[src/rtl/flow_pkg.sv]
package flow_pkg;
  localparam int INSN_W = 16;
  localparam int OFF9_W = 9;
  localparam int OFF11_W = 11;
  localparam int OFF6_W = 6;
  localparam int VEC_W = 8;

  typedef enum logic [3:0] {
    OP_BR   = 4'b0000, OP_ADD  = 4'b0001, OP_LD   = 4'b0010, OP_ST   = 4'b0011,
    OP_JSR  = 4'b0100, OP_AND  = 4'b0101, OP_LDR  = 4'b0110, OP_STR  = 4'b0111,
    OP_RTI  = 4'b1000, OP_NOT  = 4'b1001, OP_LDI  = 4'b1010, OP_STI  = 4'b1011,
    OP_JMP  = 4'b1100, OP_RSV  = 4'b1101, OP_LEA  = 4'b1110, OP_TRAP = 4'b1111
  } opcode_e;

  // source of the next program counter
  typedef enum logic [1:0] {TGT_SEQ, TGT_REL, TGT_BASE, TGT_MEM} tgt_sel_e;

  typedef struct packed {
    tgt_sel_e tgt;
    logic     is_branch;
    logic     long_off;
    logic     ea_from_base;
    logic     ea_valid;
    logic     ea_ind;
    logic     link;
    logic     mem_rd;
    logic     rd_vec;
  } ctrl_t;
endpackage

[src/rtl/flow_decode.sv]
module flow_decode
  import flow_pkg::*;
#(
  parameter int W = 16
) (
  input  logic [INSN_W-1:0] instr,
  output ctrl_t             ctrl,
  output logic [W-1:0]      off9,
  output logic [W-1:0]      off11,
  output logic [W-1:0]      off6,
  output logic [W-1:0]      vec,
  output logic              base_is_r7
);
  opcode_e op;

  assign op = opcode_e'(instr[15:12]);
  assign off9  = {{(W-OFF9_W){instr[OFF9_W-1]}},   instr[OFF9_W-1:0]};
  assign off11 = {{(W-OFF11_W){instr[OFF11_W-1]}}, instr[OFF11_W-1:0]};
  assign off6  = {{(W-OFF6_W){instr[OFF6_W-1]}},   instr[OFF6_W-1:0]};
  assign vec   = {{(W-VEC_W){1'b0}},               instr[VEC_W-1:0]};
  assign base_is_r7 = (instr[8:6] == 3'd7);

  always_comb begin
    ctrl = '0;
    ctrl.tgt = TGT_SEQ;
    unique case (op)
      OP_BR: begin
        ctrl.tgt = TGT_REL;
        ctrl.is_branch = 1'b1;
      end
      OP_LD, OP_ST: ctrl.ea_valid = 1'b1;
      OP_LDR, OP_STR: begin
        ctrl.ea_valid = 1'b1;
        ctrl.ea_from_base = 1'b1;
      end
      OP_LDI, OP_STI: begin
        ctrl.ea_valid = 1'b1;
        ctrl.ea_ind = 1'b1;
        ctrl.mem_rd = 1'b1;
      end
      OP_JMP: ctrl.tgt = TGT_BASE;
      OP_JSR: begin
        ctrl.link = 1'b1;
        if (instr[11]) begin
          ctrl.tgt = TGT_REL;
          ctrl.long_off = 1'b1;
        end else begin
          ctrl.tgt = TGT_BASE;
        end
      end
      OP_TRAP: begin
        ctrl.tgt = TGT_MEM;
        ctrl.link = 1'b1;
        ctrl.mem_rd = 1'b1;
        ctrl.rd_vec = 1'b1;
      end
      default: ctrl.tgt = TGT_SEQ;
    endcase
  end
endmodule

[src/rtl/flow_addr_calc.sv]
module flow_addr_calc
  import flow_pkg::*;
#(
  parameter int W = 16
) (
  input  logic [W-1:0] pc,
  input  logic [W-1:0] base_op,
  input  logic [W-1:0] off9,
  input  logic [W-1:0] off11,
  input  logic [W-1:0] off6,
  input  logic [W-1:0] vec,
  input  logic [2:0]   cond_mask,
  input  logic         flag_n,
  input  logic         flag_z,
  input  logic         flag_p,
  input  tgt_sel_e     tgt,
  input  logic         is_branch,
  input  logic         long_off,
  input  logic         ea_from_base,
  input  logic         rd_vec,
  output logic [W-1:0] pc_inc,
  output logic [W-1:0] npc_now,
  output logic [W-1:0] ea_now,
  output logic [W-1:0] rd_addr
);
  logic [W-1:0] rel_short;
  logic [W-1:0] rel_long;
  logic [W-1:0] base_sum;
  logic         taken;

  assign pc_inc    = pc + W'(1);
  assign rel_short = pc_inc + off9;
  assign rel_long  = pc_inc + off11;
  assign base_sum  = base_op + off6;
  assign taken     = |(cond_mask & {flag_n, flag_z, flag_p});

  always_comb begin
    unique case (tgt)
      TGT_REL: begin
        if (long_off)       npc_now = rel_long;
        else if (is_branch) npc_now = taken ? rel_short : pc_inc;
        else                npc_now = rel_short;
      end
      TGT_BASE: npc_now = base_op;
      default:  npc_now = pc_inc;
    endcase
  end

  assign ea_now  = ea_from_base ? base_sum : rel_short;
  assign rd_addr = rd_vec ? vec : rel_short;
endmodule

[src/rtl/flow_seq.sv]
module flow_seq
  import flow_pkg::*;
#(
  parameter int W = 16
) (
  input  logic         clk,
  input  logic         rst,
  input  logic         start,
  input  tgt_sel_e     tgt,
  input  logic         c_ea_valid,
  input  logic         c_ea_ind,
  input  logic         c_link,
  input  logic         c_mem_rd,
  input  logic [W-1:0] npc_now,
  input  logic [W-1:0] ea_now,
  input  logic [W-1:0] pc_inc,
  input  logic [W-1:0] mem_rdata,
  output logic         mem_re,
  output logic [W-1:0] next_pc,
  output logic [W-1:0] eff_addr,
  output logic         ea_valid,
  output logic         ea_indirect,
  output logic         link_we,
  output logic [W-1:0] link_val,
  output logic         done
);
  typedef enum logic {ST_IDLE, ST_WAIT} st_e;
  st_e          st;
  logic [W-1:0] h_npc, h_ea, h_link;
  logic         h_tgt_mem, h_ev, h_ind, h_lw;

  assign mem_re = start && (st == ST_IDLE) && c_mem_rd;

  always_ff @(posedge clk) begin
    if (rst) begin
      st <= ST_IDLE;
      next_pc <= '0; eff_addr <= '0; link_val <= '0;
      ea_valid <= 1'b0; ea_indirect <= 1'b0; link_we <= 1'b0; done <= 1'b0;
      h_npc <= '0; h_ea <= '0; h_link <= '0;
      h_tgt_mem <= 1'b0; h_ev <= 1'b0; h_ind <= 1'b0; h_lw <= 1'b0;
    end else begin
      done <= 1'b0;
      link_we <= 1'b0;
      unique case (st)
        ST_IDLE: begin
          if (start && c_mem_rd) begin
            st <= ST_WAIT;
            h_npc <= npc_now;
            h_ea <= ea_now;
            h_link <= pc_inc;
            h_tgt_mem <= (tgt == TGT_MEM);
            h_ev <= c_ea_valid;
            h_ind <= c_ea_ind;
            h_lw <= c_link;
          end else if (start) begin
            next_pc <= npc_now;
            eff_addr <= ea_now;
            ea_valid <= c_ea_valid;
            ea_indirect <= c_ea_ind;
            link_we <= c_link;
            link_val <= pc_inc;
            done <= 1'b1;
          end
        end
        ST_WAIT: begin
          st <= ST_IDLE;
          next_pc <= h_tgt_mem ? mem_rdata : h_npc;
          eff_addr <= h_ind ? mem_rdata : h_ea;
          ea_valid <= h_ev;
          ea_indirect <= h_ind;
          link_we <= h_lw;
          link_val <= h_link;
          done <= 1'b1;
        end
        default: st <= ST_IDLE;
      endcase
    end
  end

  assert_done_pulse_R10: assert property (@(posedge clk) disable iff (rst)
    done |=> !done);
  assert_wait_finishes_R6: assert property (@(posedge clk) disable iff (rst)
    (st == ST_WAIT) |=> done);
  assert_read_then_wait_R12: assert property (@(posedge clk) disable iff (rst)
    mem_re |=> (st == ST_WAIT) && !done);
  assert_link_on_done_R8: assert property (@(posedge clk) disable iff (rst)
    link_we |-> done);
  assert_indirect_accesses_R6: assert property (@(posedge clk) disable iff (rst)
    ea_indirect |-> ea_valid);
endmodule

[src/rtl/flow_addr_unit.sv]
module flow_addr_unit
  import flow_pkg::*;
#(
  parameter int W = 16
) (
  input  logic              clk,
  input  logic              rst,
  input  logic              start,
  input  logic [INSN_W-1:0] instr,
  input  logic [W-1:0]      pc,
  input  logic [W-1:0]      base_val,
  input  logic [W-1:0]      r7_val,
  input  logic              flag_n,
  input  logic              flag_z,
  input  logic              flag_p,
  input  logic [W-1:0]      mem_rdata,
  output logic              mem_re,
  output logic [W-1:0]      mem_raddr,
  output logic [W-1:0]      next_pc,
  output logic [W-1:0]      eff_addr,
  output logic              ea_valid,
  output logic              ea_indirect,
  output logic              link_we,
  output logic [W-1:0]      link_val,
  output logic              done
);
  ctrl_t        ctrl;
  logic [W-1:0] off9, off11, off6, vec, base_op, pc_inc, npc_now, ea_now;
  logic         base_is_r7;

  flow_decode #(.W(W)) u_dec (
    .instr(instr), .ctrl(ctrl), .off9(off9), .off11(off11), .off6(off6),
    .vec(vec), .base_is_r7(base_is_r7)
  );

  assign base_op = base_is_r7 ? r7_val : base_val;

  flow_addr_calc #(.W(W)) u_calc (
    .pc(pc), .base_op(base_op), .off9(off9), .off11(off11), .off6(off6), .vec(vec),
    .cond_mask(instr[11:9]), .flag_n(flag_n), .flag_z(flag_z), .flag_p(flag_p),
    .tgt(ctrl.tgt), .is_branch(ctrl.is_branch), .long_off(ctrl.long_off),
    .ea_from_base(ctrl.ea_from_base), .rd_vec(ctrl.rd_vec),
    .pc_inc(pc_inc), .npc_now(npc_now), .ea_now(ea_now), .rd_addr(mem_raddr)
  );

  flow_seq #(.W(W)) u_seq (
    .clk(clk), .rst(rst), .start(start), .tgt(ctrl.tgt),
    .c_ea_valid(ctrl.ea_valid), .c_ea_ind(ctrl.ea_ind), .c_link(ctrl.link),
    .c_mem_rd(ctrl.mem_rd), .npc_now(npc_now), .ea_now(ea_now), .pc_inc(pc_inc),
    .mem_rdata(mem_rdata), .mem_re(mem_re), .next_pc(next_pc), .eff_addr(eff_addr),
    .ea_valid(ea_valid), .ea_indirect(ea_indirect), .link_we(link_we),
    .link_val(link_val), .done(done)
  );

  assert_no_read_busy_R10: assert property (@(posedge clk) disable iff (rst)
    mem_re |=> !mem_re);
  assert_link_seq_R9: assert property (@(posedge clk) disable iff (rst)
    (mem_re && instr[15:12] == 4'b1111) |=> ##1 link_we);
endmodule

[config.mk]
export PLATFORM = sky130hd
export DESIGN_NAME = flow_addr_unit
export DESIGN_NICKNAME = d
export VERILOG_FILES = /design/src/rtl/flow_pkg.sv /design/src/rtl/flow_decode.sv /design/src/rtl/flow_addr_calc.sv /design/src/rtl/flow_seq.sv /design/src/rtl/flow_addr_unit.sv
export SDC_FILE = /design/constraint.sdc
export NUM_CORES = 1
export LEC_CHECK = 0
export BUFFER_PORTS_ARGS = -buffer_cell sky130_fd_sc_hd__buf_2
export CAP_MARGIN = 15
export CORE_MARGIN = 5
export CORE_UTILIZATION = 40
export DETAILED_ROUTE_END_ITERATION = 6
export PLACE_DENSITY = 0.74
export SETUP_SLACK_MARGIN = 0.1
export SKIP_LAST_GASP = 1
export SYNTH_ARGS = -nofsm -noshare
export SYNTH_HDL_FRONTEND = slang
export SYNTH_SLANG_ARGS = --single-unit
export TNS_END_PERCENT = 5
[constraint.sdc]
create_clock -name clk -period 8.6 [get_ports clk]
set_input_delay 1.72 -clock clk [delete_from_list [all_inputs] [get_ports clk]]
set_output_delay 1.72 -clock clk [all_outputs]
set_load 0.05 [all_outputs]
# Yosys cells after proc, flatten, opt, wreduce, memory -nomap -nowiden
# Cells that the tools add are included.
# totals
ff_bits	105
elab_cells	91
input_bits	86
output_inout_bits	69
# classes
n_addsub	4
n_bitwise	2
muxes	43
reduce_logical	12
n_eq_ne	15
# op_table
op	count
$mux W16	14
$pmux W16 S2	4
$add A16 B16 Y16	3
$mux W1	18
$add A16 B1 Y16 const B	1
$eq A4 B4 Y1 const B	4
$eq A4 B3 Y1 const B	3
$pmux W1 S2	5
$eq A4 B2 Y1 const B	2
$pmux W2 S4	1
$reduce_or A2 Y1	3
$reduce_or A3 Y1	2
$reduce_or A6 Y1	1
$eq A2 B2 Y1 const B	2
$logic_not A4 Y1	1
$ne A2 B2 Y1 const B	2
$reduce_and A2 Y1	2
$and A3 B3 Y3	1
$eq A3 B3 Y1 const B	1
$logic_and A1 B1 Y1	3
$eq A2 B1 Y1 const B	1
$mux W2	1
$not A1 Y1	1

# Longest topological paths before layout
# Gate-level depths: netlist of the first run.
# depth
depth_word	9
ltp_mapped	15
ltp_nobuf	15

# Hierarchy
# A second synthesis of the first run with hierarchy kept.
# unflattened
cells_unflattened	1139
area_unflattened_um2	8937.3
# modules_own_cells
mod	instances	seq_area_each_um2	area_each_um2	cells_per_inst
flow_seq	1	2102.0	4815.9	545
flow_addr_calc	1	0.0	3280.6	491
flow_decode	1	0.0	591.8	85
flow_addr_unit	1	0.0	249.0	18

# Worst setup path after synthesis of the first run
# Ideal clock, no wire load.
# synth_path
path_kind	input port to output port
from	input port pc[0]
to	output port mem_raddr[7]
stages	9
t_arrival_ns	4.510
setup_slack_ns	2.370
cell_sequence	ha_1 nand3_1 xnor2_1 ha_1 o21a_1 o21a_1 a21oi_1 xor2_1 o21ai_0
# synth_via
elab_chain_len	3
# synth_rtl
element	line_no	text
start, declared	flow_addr_unit.sv:10	input logic [W-1:0] pc,
$add A16 B1 Y16	flow_addr_calc.sv:31	assign pc_inc = pc + W'(1);
via pc_inc[4]	flow_addr_unit.sv:28	logic [W-1:0] off9, off11, off6, vec, base_op, pc_inc, npc_now, ea_now;
$add A16 B16 Y16	flow_addr_calc.sv:32	assign rel_short = pc_inc + off9;
$mux W16	flow_addr_calc.sv:50	assign rd_addr = rd_vec ? vec : rel_short;
end, declared	flow_addr_unit.sv:18	output logic [W-1:0] mem_raddr,
# The timed path passes the listed nets, and every way through them passes these cells.

# Worst setup path in the final report of the first run
# layout_path
from	input port pc[0]
to	output port mem_raddr[15]
# Same word-level chain as after synthesis.

==> metrics, run 1 <==
outcome finished clean; post-cts resize count 0; final cycle utilization of the critical path 78.7%; critical path class input port to primary output; DIE AREA roughly 0.021 mm2; drt via density between 5 and 6; startpoint types input port; commonest non-fill, non-tap cell in the layout buf_2; Clock Sinks approximately 110; total power per unit cell area about 180 mW/mm2; TritonRoute pass-1 iters 5; Syn Inst Count between 900 and 1000; Routed WL around 26000 um; Clk pin slew, worst setup/hold paths about 0.070 ns; row cnt between 40 and 50; Starting DRT DRC Count a little over 700; pre-CTS setup slack about 2 ns; setup slack after layout about 1.8 ns; CTS H-tree depth 3; Comb power frac a little under two fifths; Crit Path Max Fanout 8; Clk Latency, worst-skew pair between 0.3 and 0.4 ns; share of cells above drive strength 1 19.4%; initial core utilization around 41%; Slowest Stage Delay on Critical Path between 0.6 and 0.7 ns; Net Count, Synth ~1100; Clock Skews approximately 0.0061 ns; total negative setup slack 0 ns; IO buf count 154; total number of yosys warnings 0; maximum vdd drop 0.000115 V; RSZ-0062 raised after global routing no; die width 145 um; Global Route Usage Sum ~23%; CTS tree done; Setup crit end kind primary output; die height roughly 150 um; max-slew violation count 0; clk root buf clkbuf_16; vias 7732; I/O Pins 155; multi-input logic area 0.00489 mm2; WP buf/inv 2; nets@finish 1211; register area roughly 0.0021 mm2; Final Hold Fails 0; Max Clock Freq 148 MHz; grt total ovfl 0; P&R area growth vs syn 16.8%; CP required ~6.9 ns; crit path DAT approximately 5.1 ns; number of global-route vias before repair 7100; Antenna Nets Post-Route 0; post-layout min period 6.77 ns; number of synthesized flops with an enable pin 0; sequential power share around 35%; Cell Chain, Critical Path buf_2 > ha_1 > and3_1 > nand3_1 > xnor2_1 > ha_1 > a21oi_1 > o221ai_1 > a21oi_1 > o21ai_1 > xnor2_1 > nor2_1 > buf_2; cell family with the largest share of critical-path delay XOR/XNOR gates; Max-slew headroom around a quarter; NetSw approximately 0.63 mW; syn_area_per_cell ~7.6 um2; global-route wire length before repair between 30000 and 40000 um; CTS Buf Count 9; Core Region ~0.018 mm2; DP Wirelength 19500 um; CTS Buffer Depth 2; Placer Congestion a little under 1; Worst Tran Pin Value ~1.1 ns; non-filler cells, final around 1300; Clk pwr share 27.4%; Avg WL per Cell between 15 and 20 um; Residual DRC 0; # fillers about 1800; Yosys cell types 63; most frequent cells in the layout buf_2 (154), nand2_1 (127), nor2_1 (113); ys async rst share 0%; Pleak around 3.6 nW; Inst Count DP 1298; largest net degree at the start of global routing 90; Max Cap Violations 0; register area share after synthesis between 20 and 30%; Int Power 0.919 mW; Post-CTS Setup Bufs 0; Syn Std Cell Area between 0.007 and 0.008 mm2; Setup violations, final 0; predominant post-synthesis flop cell dfxtp_1; # hold bufs at CTS 0; Tightest Hold Check Type register to register; Synth Register Bits roughly 110; initial antenna violation count 2; Sw Share approximately 41%; Worst path slowest cell xnor2_1
## state kept, by name (all words and copies together), names as in the netlist, 16 cells and up
register and flops:
u_seq.eff_addr 16, u_seq.h_ea 16, u_seq.h_link 16, u_seq.h_npc 16
u_seq.link_val 16, u_seq.next_pc 16
## tightest hold or removal path: stages (launching register included)
cell and delay [ns]:
dfxtp_1 0.31, nand2_1 0.05, a21oi_1 0.05
## layer usage
layer	up-vias	wire length, um	track usage [%]
met2	385	11500	36.5
met1	3573	10700	30.4
met5	-	0	0
li1	3710	-	-
met3	64	2090	4.43
met4	0	1250	10.1
## worst paths after layout
kind | start | to | slack, ns | cells after the start
hold / removal | u_seq.next_pc[5] | u_seq.next_pc[5] | 0.45 | 2
setup / recovery | pc[0] | mem_raddr[15] | 1.83 | 13
setup reg to reg | u_seq.st | u_seq.h_lw | 5.49 | 8
hold reg to reg | u_seq.next_pc[5] | u_seq.next_pc[5] | 0.45 | 2
## cell type report
type | count | area share, %
well taps | 229 | 3.36
multi-input cells | 773 | 57.3
flip-flops and latches | 105 | 24.7
clock inverters | 7 | 0.909
diodes | 3 | 0.0880
inverters | 29 | 1.28
repair buffers | 162 | 9.74
clock buffers | 9 | 2.64
## power by group through the flow
| stage | clock, mW | combinational (mW) | sequential (mW) |
|---|---|---|---|
| 5_1_grt | 0.451 | 0.628 | 0.539 |
| 6_report | 0.425 | 0.589 | 0.536 |
| 3_5_place_dp | 0 | 0.579 | 0.547 |
| 2_1_floorplan | 0 | 0.338 | 0.616 |
| 3_3_place_gp | 0 | 0.578 | 0.546 |
| 4_1_cts | 0.431 | 0.582 | 0.535 |
## Yosys cell counts, types with 3 or more instances
| cell type | count | area, um2 |
|---|---|---|
| clkbuf_1 | 48 | 180 |
| nand2_1 | 127 | 477 |
| o21bai_1 | 4 | 30.0 |
| nand3b_1 | 3 | 22.5 |
| o21ai_0 | 42 | 210 |
| and3_1 | 4 | 25.0 |
| nand3_1 | 23 | 115 |
| a31oi_1 | 8 | 50.1 |
| o221ai_1 | 6 | 52.6 |
| nor2_1 | 114 | 428 |
| inv_1 | 29 | 109 |
| or3_1 | 3 | 18.8 |
| nand4_1 | 4 | 25.0 |
| and2_1 | 3 | 18.8 |
| nand2b_1 | 6 | 37.5 |
| o22ai_1 | 13 | 81.3 |
| dfxtp_1 | 105 | 2100 |
| a221oi_1 | 3 | 26.3 |
| mux2_2 | 16 | 180 |
| nor2b_1 | 13 | 81.3 |
| a22o_1 | 3 | 26.3 |
| a21o_1 | 12 | 90.1 |
| a211oi_1 | 42 | 315 |
| ha_1 | 43 | 538 |
| o21ai_1 | 10 | 50.1 |
| xor2_1 | 22 | 193 |
| o211ai_1 | 14 | 105 |
| a211o_1 | 3 | 26.3 |
| o31ai_1 | 5 | 37.5 |
| nor3_1 | 19 | 95.1 |
| xnor2_1 | 19 | 166 |
| mux2i_1 | 27 | 270 |
| a21oi_1 | 104 | 521 |
| o21a_1 | 7 | 52.6 |
| a22oi_1 | 18 | 135 |
| buf_1 | 7 | 26.3 |
## per-stage QoR
step	hold slack [ns]	utilization [%]	power, mW	area, um2
floorplan	0.432	-	0.953	7310
global route	0.461	47.5	1.62	8530
detailed placement	0.440	45.8	1.13	8220
CTS	0.450	47.5	1.55	8520
finish	0.448	47.5	1.55	8530
global placement	0.436	45.8	1.12	8220
## logic make-up (layout without fill, tap and decap cells)
kind of cell    after synthesis  after routing  synth area share [%]
buf+inv                      86            207                  4.45
xor+xnor                     42             42                  5.14
flops                       105            105                  28.8
fa+ha+maj                    45             45                  7.91
mux                          43             43                  6.17
simple gates                327            327                  19.6
compound gates              316            316                  27.9
other cells                   0              3                     0
(Power assumes the default switching activity.)
==> inputs of run 2 (changes only) <==
- clock period: 8.6 -> 6.65 ns (I/O delays scaled with it)
==> run 2 against run 1 <==
Net effect: utilization is 0.13 points higher; worst hold slack better by 0.0028 ns; global-route usage hardly changed; count of clock-buffer cells in the layout stayed put; critical endpoint unchanged.
==> metrics, run 2 (same netlist as run 1, synthesis figures left out) <==
nets@finish 1216 (was 1211); Worst path slowest cell xnor2_1 (unchanged); critical path class input port to primary output (unchanged); Util after Layout 47.6% (was 47.5%); most frequent cells in the layout buf_2 (154), nand2_1 (127), nor2_1 (113) (unchanged); cell family with the largest share of critical-path delay adder cells (was XOR/XNOR gates); Setup violations, final 0 (unchanged); multi-input logic area 0.00489 mm2 (unchanged); # fillers 1818 (was 1797); setup slack after layout 0.891 ns (was 1.83 ns); CTS Buf Count 9 (unchanged); Core Region 0.0180 mm2 (unchanged); Worst Tran Pin Value 1.14 ns (was 1.13 ns); CTS Buffer Depth 2 (unchanged); Clk pin slew, worst setup/hold paths 0.08 ns (was 0.07 ns); Antenna Nets Post-Route 0 (unchanged); Pleak 3.58 nW (was 3.57 nW); Avg WL per Cell 19.3 um (was 19.4 um); Clock Skews 0.0113 ns (was 0.00605 ns); CTS H-tree depth 3 (unchanged); row cnt 49 (unchanged); die height 145 um (unchanged); initial antenna violation count 2 (unchanged); largest net degree at the start of global routing 90 (unchanged); IO buf count 154 (unchanged); CTS tree done (unchanged); total power per unit cell area 232 mW/mm2 (was 182 mW/mm2); drt via density 5.83 (was 5.87); CP required 5.32 ns (was 6.88 ns); Placer Congestion 1.05 (was 0.978); commonest non-fill, non-tap cell in the layout buf_2 (unchanged); DIE AREA 0.0211 mm2 (unchanged); P&R area growth vs syn 17.1% (was 16.8%); number of global-route vias before repair 7050 (was 7100); DP Wirelength 19400 um (was 19500 um); share of cells above drive strength 1 19.7% (was 19.4%); Max Clock Freq around 170 MHz; Clk Latency, worst-skew pair 0.36 ns (was 0.35 ns); Final Hold Fails 0 (unchanged); clk root buf clkbuf_16 (unchanged); Slowest Stage Delay on Critical Path 0.47 ns (was 0.65 ns); final cycle utilization of the critical path between 80% and 90%; post-cts resize count 0 (unchanged); vias 7704 (was 7732); Starting DRT DRC Count 756 (was 718); Post-CTS Setup Bufs 0 (unchanged); Clock Sinks 105 (unchanged); total negative setup slack 0 ns (unchanged); Routed WL 25500 um (was 25600 um); post-layout min period about 5.8 ns; TritonRoute pass-1 iters 6 (was 5); global-route wire length before repair 39800 um (was 39400 um); Crit Path Max Fanout 8 (unchanged); register area 0.00210 mm2 (unchanged); Power Total 1.98 mW (was 1.55 mW); Global Route Usage Sum 23.0% (about the same); Tightest Hold Check Type register to register (unchanged); initial core utilization 40.7% (unchanged); Max Cap Violations 0 (unchanged); Setup crit end kind primary output (unchanged); max-slew violation count 0 (unchanged); RSZ-0062 raised after global routing no (unchanged); Max-slew headroom 24.0% (was 24.4%); pre-CTS setup slack 0.985 ns (was 1.96 ns); crit path DAT 4.43 ns (was 5.05 ns); WP buf/inv 2 (unchanged); maximum vdd drop 0.000151 V (was 0.000115 V); outcome finished clean (unchanged); startpoint types input port (unchanged); I/O Pins 155 (unchanged); grt total ovfl 0 (unchanged); # hold bufs at CTS 0 (unchanged); Residual DRC 0 (unchanged); Cell Chain, Critical Path buf_2 > ha_1 > and3_1 > nand3_1 > xnor2_1 > ha_1 > a21oi_1 > o221ai_1 > a21oi_1 > o21ai_1 > xnor2_1 > nor2_1 > buf_2 (unchanged); die width 145 um (unchanged)
==> run 2: power by group <==
part | total, mW | internal (mW) | switching [mW]
Combinational | 0.765 | 0.227 | 0.538
Clock | 0.526 | 0.262 | 0.264
Sequential | 0.693 | 0.670 | 0.0232
Total | 1.98 | 1.16 | 0.826
==> run 2: through the flow <==
step           hold WS (ns)  cell area [um2]  instances
5_1_grt               0.471             8560       1321
6_report              0.451             8560       1321
4_1_cts               0.452             8550       1319
3_5_place_dp          0.442             8260       1303
3_3_place_gp          0.436             8260       1303
2_1_floorplan         0.432             7310        964
==> run 2: cell type report <==
| cell class | instances | share of cell area (%) |
|---|---|---|
| inverters | 29 | 1.27 |
| multi-input cells | 773 | 57.2 |
| repair buffers | 167 | 10.1 |
| clock inverters | 7 | 0.775 |
| well taps | 229 | 3.35 |
| clock buffers | 9 | 2.63 |
| diodes | 2 | 0.0585 |
| flip-flops and latches | 105 | 24.6 |
==> run 2: path summary, 6_finish.rpt <==
check	to	slack [ns]	startpoint	depth (start not counted)
max	mem_raddr[15]	0.89	pc[0]	13
min	u_seq.next_pc[1]	0.45	u_seq.next_pc[1]	2
max reg2reg	u_seq.h_lw	3.61	u_seq.st	8
min reg2reg	u_seq.next_pc[1]	0.45	u_seq.next_pc[1]	2
==> run 2: worst register-to-register path, stage by stage (launching register included) <==
cell and delay [ns]:
dfxtp_2 0.31, buf_4 0.28, inv_1 0.80, nand3b_1 0.24, inv_2 0.13, buf_4 0.60, nand3_1 0.30, o21ai_0 0.13
nor2_1 0.07
==> run 2: per-layer routing <==
layer | part of all wire (%) | GRT usage (%) | routed length, um
met1 | 42 | 30.4 | 10600
met2 | 48 | 38.6 | 12300
met3 | 8.0 | 4.43 | 2040
met4 | 2.3 | 5.92 | 586
met5 | 0 | 0 | 0
